### config.mk
export PLATFORM = sky130hd
export DESIGN_NAME = prio_irq_ctrl
export DESIGN_NICKNAME = d
export VERILOG_FILES = /design/src/rtl/irqc_pkg.sv /design/src/rtl/irqc_pending.sv /design/src/rtl/irqc_arbiter.sv /design/src/rtl/irqc_prio_stack.sv /design/src/rtl/prio_irq_ctrl.sv
export SDC_FILE = /design/constraint.sdc
export NUM_CORES = 1
export LEC_CHECK = 0
export BUFFER_PORTS_ARGS = -buffer_cell sky130_fd_sc_hd__buf_4
export CAP_MARGIN = 30
export CELL_PAD_IN_SITES_DETAIL_PLACEMENT = 0
export CELL_PAD_IN_SITES_GLOBAL_PLACEMENT = 2
export CORE_UTILIZATION = 33
export CTS_BUF_LIST = sky130_fd_sc_hd__clkbuf_16
export DETAILED_ROUTE_END_ITERATION = 8
export GPL_ROUTABILITY_DRIVEN = 0
export HOLD_SLACK_MARGIN = 0.1
export PLACE_DENSITY_LB_ADDON = 0.1
export SETUP_SLACK_MARGIN = 0.05
export SKIP_LAST_GASP = 1
export SLEW_MARGIN = 25
export SYNTH_ARGS = -nofsm -noshare
export SYNTH_HDL_FRONTEND = slang
export SYNTH_SLANG_ARGS = --single-unit
### constraint.sdc
create_clock -name clk_i -period 52.7 [get_ports clk_i]
set_input_delay 10.54 -clock clk_i [delete_from_list [all_inputs] [get_ports clk_i]]
set_output_delay 10.54 -clock clk_i [all_outputs]
set_load 0.05 [all_outputs]
### src/rtl/irqc_pkg.sv
package irqc_pkg;
  typedef enum logic [1:0] {
    STK_HOLD = 2'd0,
    STK_PUSH = 2'd1,
    STK_POP  = 2'd2,
    STK_SWAP = 2'd3
  } stk_op_e;
endpackage

### src/rtl/irqc_pending.sv
module irqc_pending #(
  parameter int NSRC = 16
) (
  input  logic            clk_i,
  input  logic            rst_ni,
  input  logic [NSRC-1:0] req_i,
  input  logic [NSRC-1:0] sw_set_i,
  input  logic [NSRC-1:0] sw_clr_i,
  input  logic [NSRC-1:0] ack_vec_i,
  output logic [NSRC-1:0] pend_o
);
  logic [NSRC-1:0] pend_q, pend_d;
  logic            upd_en;

  // clears first, then sets win (ack/sw clear lose to request/sw set)
  always_comb begin
    pend_d = (pend_q & ~(ack_vec_i | sw_clr_i)) | req_i | sw_set_i;
    upd_en = |(req_i | sw_set_i | sw_clr_i | ack_vec_i);
  end

  always_ff @(posedge clk_i or negedge rst_ni) begin
    if (!rst_ni)     pend_q <= '0;
    else if (upd_en) pend_q <= pend_d;
  end

  assign pend_o = pend_q;

  for (genvar i = 0; i < NSRC; i++) begin : g_chk
    assert_req_latches_R1: assert property (@(posedge clk_i) disable iff (!rst_ni)
      req_i[i] |=> pend_o[i]);
    assert_pend_sticky_R1: assert property (@(posedge clk_i) disable iff (!rst_ni)
      (pend_o[i] && !ack_vec_i[i] && !sw_clr_i[i]) |=> pend_o[i]);
    assert_ack_clears_R5: assert property (@(posedge clk_i) disable iff (!rst_ni)
      (ack_vec_i[i] && !req_i[i] && !sw_set_i[i]) |=> !pend_o[i]);
    assert_set_wins_R10: assert property (@(posedge clk_i) disable iff (!rst_ni)
      (sw_set_i[i] && sw_clr_i[i]) |=> pend_o[i]);
  end
endmodule

### src/rtl/irqc_arbiter.sv
module irqc_arbiter #(
  parameter int NSRC = 16,
  parameter int PW   = 3,
  localparam int IDW = (NSRC > 1) ? $clog2(NSRC) : 1
) (
  input  logic [NSRC-1:0]    cand_i,
  input  logic [NSRC*PW-1:0] prio_i,
  output logic               any_o,
  output logic [IDW-1:0]     id_o,
  output logic [PW-1:0]      prio_o
);
  // ascending scan with strict compare keeps the lowest index on ties
  always_comb begin
    any_o  = 1'b0;
    id_o   = '0;
    prio_o = '1;
    for (int i = 0; i < NSRC; i++) begin
      if (cand_i[i] && (!any_o || (prio_i[i*PW +: PW] < prio_o))) begin
        any_o  = 1'b1;
        id_o   = IDW'(i);
        prio_o = prio_i[i*PW +: PW];
      end
    end
  end
endmodule

### src/rtl/irqc_prio_stack.sv
module irqc_prio_stack
  import irqc_pkg::*;
#(
  parameter int DEPTH = 4,
  parameter int PW    = 3,
  localparam int CW   = $clog2(DEPTH + 1),
  localparam int AW   = (DEPTH > 1) ? $clog2(DEPTH) : 1
) (
  input  logic          clk_i,
  input  logic          rst_ni,
  input  stk_op_e       op_i,
  input  logic [PW-1:0] push_prio_i,
  output logic          empty_o,
  output logic          full_o,
  output logic [PW-1:0] top_o
);
  logic [PW-1:0] stk_q [DEPTH];
  logic [CW-1:0] cnt_q, cnt_d;
  logic          cnt_en, wr_en;
  logic [AW-1:0] wr_idx, top_idx;

  assign empty_o = (cnt_q == '0);
  assign full_o  = (cnt_q == CW'(DEPTH));
  assign top_idx = AW'(cnt_q - CW'(1));
  assign top_o   = empty_o ? '0 : stk_q[top_idx];

  always_comb begin
    cnt_d  = cnt_q;
    cnt_en = 1'b0;
    wr_en  = 1'b0;
    wr_idx = top_idx;
    unique case (op_i)
      STK_PUSH: begin
        cnt_d  = cnt_q + CW'(1);
        cnt_en = 1'b1;
        wr_en  = 1'b1;
        wr_idx = AW'(cnt_q);
      end
      STK_POP: begin
        cnt_d  = cnt_q - CW'(1);
        cnt_en = 1'b1;
      end
      STK_SWAP: wr_en = 1'b1;
      default: ;
    endcase
  end

  always_ff @(posedge clk_i or negedge rst_ni) begin
    if (!rst_ni)     cnt_q <= '0;
    else if (cnt_en) cnt_q <= cnt_d;
  end

  always_ff @(posedge clk_i or negedge rst_ni) begin
    if (!rst_ni) begin
      for (int e = 0; e < DEPTH; e++) stk_q[e] <= '0;
    end else begin
      for (int e = 0; e < DEPTH; e++)
        if (wr_en && (wr_idx == AW'(e))) stk_q[e] <= push_prio_i;
    end
  end

  assert_depth_bound_R9: assert property (@(posedge clk_i) disable iff (!rst_ni)
    cnt_q <= CW'(DEPTH));
  assert_no_push_full_R9: assert property (@(posedge clk_i) disable iff (!rst_ni)
    (op_i == STK_PUSH) |-> !full_o);
  assert_pop_nonempty_R8: assert property (@(posedge clk_i) disable iff (!rst_ni)
    (op_i == STK_POP || op_i == STK_SWAP) |-> !empty_o);
  assert_push_visible_R8: assert property (@(posedge clk_i) disable iff (!rst_ni)
    (op_i == STK_PUSH || op_i == STK_SWAP) |=> (top_o == $past(push_prio_i)));
endmodule

### src/rtl/prio_irq_ctrl.sv
module prio_irq_ctrl
  import irqc_pkg::*;
#(
  parameter int NSRC  = 16,
  parameter int PW    = 3,
  parameter int DEPTH = 4,
  localparam int IDW  = (NSRC > 1) ? $clog2(NSRC) : 1
) (
  input  logic               clk_i,
  input  logic               rst_ni,
  input  logic [NSRC-1:0]    irq_req_i,
  input  logic [NSRC-1:0]    src_en_i,
  input  logic [NSRC*PW-1:0] src_prio_i,
  input  logic               glb_en_i,
  input  logic [NSRC-1:0]    pend_set_i,
  input  logic [NSRC-1:0]    pend_clr_i,
  input  logic               irq_ack_i,
  input  logic               eoi_i,
  output logic               irq_valid_o,
  output logic [IDW-1:0]     irq_id_o
);
  logic [NSRC-1:0] pend, cand, ack_vec;
  logic            win_any, preempt_ok, ack_ok, pop_ok;
  logic [PW-1:0]   win_prio, stk_top;
  logic            stk_empty, stk_full;
  stk_op_e         stk_op;

  irqc_pending #(.NSRC(NSRC)) u_pend (
    .clk_i     (clk_i),
    .rst_ni    (rst_ni),
    .req_i     (irq_req_i),
    .sw_set_i  (pend_set_i),
    .sw_clr_i  (pend_clr_i),
    .ack_vec_i (ack_vec),
    .pend_o    (pend)
  );

  assign cand = pend & src_en_i & {NSRC{glb_en_i}};

  irqc_arbiter #(.NSRC(NSRC), .PW(PW)) u_arb (
    .cand_i (cand),
    .prio_i (src_prio_i),
    .any_o  (win_any),
    .id_o   (irq_id_o),
    .prio_o (win_prio)
  );

  always_comb begin
    preempt_ok  = !stk_full && (stk_empty || (win_prio < stk_top));
    irq_valid_o = win_any && preempt_ok;
    ack_ok      = irq_ack_i && irq_valid_o;
    pop_ok      = eoi_i && !stk_empty;
    ack_vec     = '0;
    if (ack_ok) ack_vec[irq_id_o] = 1'b1;
    unique case ({ack_ok, pop_ok})
      2'b10:   stk_op = STK_PUSH;
      2'b01:   stk_op = STK_POP;
      2'b11:   stk_op = STK_SWAP;
      default: stk_op = STK_HOLD;
    endcase
  end

  irqc_prio_stack #(.DEPTH(DEPTH), .PW(PW)) u_stk (
    .clk_i       (clk_i),
    .rst_ni      (rst_ni),
    .op_i        (stk_op),
    .push_prio_i (win_prio),
    .empty_o     (stk_empty),
    .full_o      (stk_full),
    .top_o       (stk_top)
  );

  assert_valid_qualified_R2: assert property (@(posedge clk_i) disable iff (!rst_ni)
    irq_valid_o |-> (pend[irq_id_o] && src_en_i[irq_id_o] && glb_en_i));
  assert_preempt_strict_R7: assert property (@(posedge clk_i) disable iff (!rst_ni)
    (irq_valid_o && !stk_empty) |-> (win_prio < stk_top));
  assert_full_blocks_R9: assert property (@(posedge clk_i) disable iff (!rst_ni)
    stk_full |-> !irq_valid_o);
  assert_winner_prio_R3: assert property (@(posedge clk_i) disable iff (!rst_ni)
    irq_valid_o |-> (win_prio == src_prio_i[irq_id_o*PW +: PW]));
endmodule

==> out/qor.tcl <==
set qor(global_route.usage.total_pct) 21.1
set qor(post_synth_edffs) 0
set qor(setup_total_negative_slack_ps) 0
set qor(met1_length_um) 6650
set qor(clock_tree_from_tritoncts) {done}
set qor(tightestPinTransition_ps) 938
set qor(wl_met2_um) 6690
set qor(worst_setup_hold_path_clk_slew_ps) 60
set qor(hold_path_depth) 1
set qor(report.final.hold_viol_count) 0
set qor(h-tree-depth) 2
set qor(unrepaired_setup_endpoints_after_global_routing) {false}
set qor(min-delay-path-class) {flop to flop}
set qor(post_synth_num_cell_types) 88
set qor(placed_cells) 848
set qor(cts_setup_buffers) 0
set qor(wl_um) 14100
set qor(cts-hold-fix-buffers) 0
set qor(tritoncts_num_sinks) 31
set qor(worst_hold_startpoint) {u_stk.cnt_q[2]}
set qor(top_signal_layer_used) {met4}
set qor(yosys_warnings) 0
set qor(pwr_density_cell_nw_per_um2) 38.7
set qor(met3_length_um) 602
set qor(ctsRootBufferMaster) {sky130_fd_sc_hd__clkbuf_16}
set qor(dr.first_iter.drc_count) 270
set qor(grt_start_max_net_pins) 32
set qor(antenna-diode-count) 0
set qor(setup_viol_count_final) 0
set qor(report.final.slew_viol_count) 0
set qor(critPathMaxFanout) 22
set qor(mappedNetlistArea_um2) 4380
set qor(finalCoreUtilization_pct) 44.0
set qor(cts_max_path_buffers) 2
set qor(grt_first_pass_wirelength_um) 22600
set qor(status) {finished, final reports clean}
set qor(detail_route.vias_per_cell) 5.50
set qor(net_count_of_the_mapped_netlist) 701
set qor(die_h_um) 117
set qor(boundaryPins) 122
set qor(power.leakage_nw) 2.61
set qor(row_count) 41
set qor(drive_above_1_share_pct) 26.3
set qor(syn-instance-count) 560
set qor(grt_antenna_before_repair) 0
set qor(die_area_um2) 13700
set qor(total_power_w) 0.000218
set qor(worst_ep_required_time_ps) 42160
set qor(reg2reg_depth) 100
set qor(yosysSeqAreaShare_pct) 17.7
set qor(r2r_setup_slack_ps) 29880
set qor(vdd.ir_drop.worst_mv) 0.0418
set qor(post-route-drc-count) 0
set qor(worst_setup_path_start_kind) {input port}
set qor(timing.final.crit_share_pct) 79.3
set qor(die_w_um) 117
set qor(worst_case_headroom_to_the_max_slew_limit_pct) 36.6
set qor(core_um2) 12800
set qor(maxCapViolations) 0
set qor(placement.io_buffers) 121
set qor(fin_cells) 856
set qor(first_pass_iters) 6
set qor(globalRoute.totalOverflow) 0
set qor(initial_utilization_pct) 34.3
set qor(worst_r2r_endpoint) {u_stk.stk_q[4]}
set qor(crit_path_top_delay_cell) {sky130_fd_sc_hd__a2111oi_0}
set qor(final.fill_count) 1372
set qor(dr_total_vias) 4704
set qor(dominantRegCellSynth) {sky130_fd_sc_hd__dfrtp_1}
set qor(path_common_cell) {sky130_fd_sc_hd__ha_1}
set qor(dp.final_hpwl_um) 11800
set qor(worst_clock_skew_ps) 5.58
set qor(drtAntennaViolNets) 0
set qor(postSynthAreaPerCell_um2) 7.82
set qor(fin_nets) 824
set qor(worstReg2RegStart) {u_pend.pend_o[0]}
set qor(setup.worst_path.class) {input port to output port}
set qor(slowest_delay_ps) 650
set qor(worst_ep_arrival_time_ps) 31260
set qor(postSynth.asyncResetShare_pct) 100
set qor(achievable_clock_frequency_mhz) 23.9
set qor(cts_buffers) 5
set qor(first_global_vias) 4528
set qor(timing.hold.worst_endpoint) {u_stk.cnt_q[2]}
set qor(area_growth_syn_to_layout_pct) 28.5
set qor(route.detailed.wl_per_inst_um) 16.4
set qor(period_needed_ps) 41800
set qor(clkLatencyLatePin_ps) 280
set qor(cp-end-kind) {output port}
set qor(postSynthRegisterBits) 31
set qor(cts_resized) 0
kinds of logic after synthesis:
kind of cell,count (synthesis),share of synthesized area (%)
AO/OA/AOI/OAI,215,36.3
AND/OR/NAND/NOR,181,21.7
buffers and inverters,66,5.72
multiplexers,35,9.92
flip-flops,31,17.7
adder cells (fa/ha/maj),29,8.06
XOR/XNOR,3,0.600
flip-flops by register name (all words and copies together), names as in the netlist:
| name | count |
|---|---|
| u_pend.pend_o | 16 |
| u_stk.stk_q | 12 |
| u_stk.cnt_q | 3 |
layout by cell type (no fill, tap or decap), types with 3 or more instances in the layout:
master                      instances
sky130_fd_sc_hd__o211ai_1           8
sky130_fd_sc_hd__and2_1            11
sky130_fd_sc_hd__o21bai_1           3
sky130_fd_sc_hd__nor3_1             8
sky130_fd_sc_hd__mux2_2            17
sky130_fd_sc_hd__o21ai_1            3
sky130_fd_sc_hd__o31ai_1            3
sky130_fd_sc_hd__and3_1            11
sky130_fd_sc_hd__nand2_1           39
sky130_fd_sc_hd__a22o_1             3
sky130_fd_sc_hd__nand3b_1           4
sky130_fd_sc_hd__a211o_1            4
sky130_fd_sc_hd__nor2_1            41
sky130_fd_sc_hd__or2_2              3
sky130_fd_sc_hd__a21o_1            15
sky130_fd_sc_hd__a21oi_1           43
sky130_fd_sc_hd__a311o_1            3
sky130_fd_sc_hd__mux2i_1           11
sky130_fd_sc_hd__clkbuf_16          5
sky130_fd_sc_hd__o21a_1             5
sky130_fd_sc_hd__a31oi_1           23
sky130_fd_sc_hd__nand3_1           27
sky130_fd_sc_hd__o311ai_0           3
sky130_fd_sc_hd__a31o_2             4
sky130_fd_sc_hd__o211a_1            6
sky130_fd_sc_hd__ha_1              24
sky130_fd_sc_hd__o21ai_0           25
sky130_fd_sc_hd__a211oi_1          10
sky130_fd_sc_hd__nand4_1            3
sky130_fd_sc_hd__maj3_1             3
sky130_fd_sc_hd__inv_1             60
sky130_fd_sc_hd__mux4_2             3
sky130_fd_sc_hd__buf_4            121
sky130_fd_sc_hd__o41ai_1            3
sky130_fd_sc_hd__dfrtp_1           31
sky130_fd_sc_hd__a21boi_0          14
sky130_fd_sc_hd__nand2b_1          17
critical path: cells and delay by family:
kind | cells | cell delay (ps)
AO/OA/AOI/OAI | 32 | 8330
adder cells (fa/ha/maj) | 15 | 3770
buffers and inverters | 10 | 920
multiplexers | 10 | 2540
AND/OR/NAND/NOR | 30 | 5130
per-stage QoR:
stage / hold WS [ps] / instance area (um2) / worst slack (ps)
after floorplan: 433 / 4380 / 13340
after global placement: 449 / 5480 / 11220
after detailed placement: 450 / 5480 / 10920
after CTS: 461 / 5620 / 10890
after global routing: 507 / 5620 / 8930
final: 460 / 5620 / 10900
cells in the mapped netlist, drive strengths merged, types with 14 or more instances:
cell type,n,share of area (%)
a31oi,23,3.3
inv,61,5.2
mux2,18,4.7
nand2b,17,2.4
a21boi,15,2.6
a21oi,44,5.1
nor2,41,3.5
dfrtp,31,18
nand3,27,3.1
nand2,39,3.3
o21ai,30,3.8
mux2i,14,3.7
ha,24,6.9
a21o,15,2.6
how the worst max path moves through the flow:
stage	startpoint	endpoint	slack, ps	cells past startpoint
floorplan	glb_en_i	irq_valid_o	13340	96
global placement	glb_en_i	irq_valid_o	11220	97
detailed placement	glb_en_i	irq_valid_o	10920	97
CTS	glb_en_i	irq_valid_o	10890	97
global route	glb_en_i	irq_valid_o	8930	97
finish	glb_en_i	irq_valid_o	10900	97
cell type report:
cell class / count / area (um2) / share of cell area [%]
clock buffers: 5 / 125 / 2.22
clock inverters: 3 / 20.0 / 0.356
inverters: 61 / 229 / 4.07
multi-input cells: 463 / 3350 / 59.6
flip-flops and latches: 31 / 776 / 13.8
well taps: 172 / 215 / 3.83
repair buffers: 121 / 908 / 16.2
per-layer routing:
| layer | up-vias | track usage (%) |
|---|---|---|
| met5 | - | 0 |
| met4 | 0 | 3.63 |
| met3 | 11 | 2.73 |
| met2 | 111 | 36.6 |
| met1 | 2212 | 28.2 |
| li1 | 2370 | - |
report_power, final:
part / total, W / internal, W / switching (W)
clock network: 0.0000286 / 0.0000174 / 0.0000112
registers: 0.0000358 / 0.0000308 / 0.00000504
logic: 0.000153 / 0.0000642 / 0.0000890
Note: power is estimated with default switching activity, not from simulation.
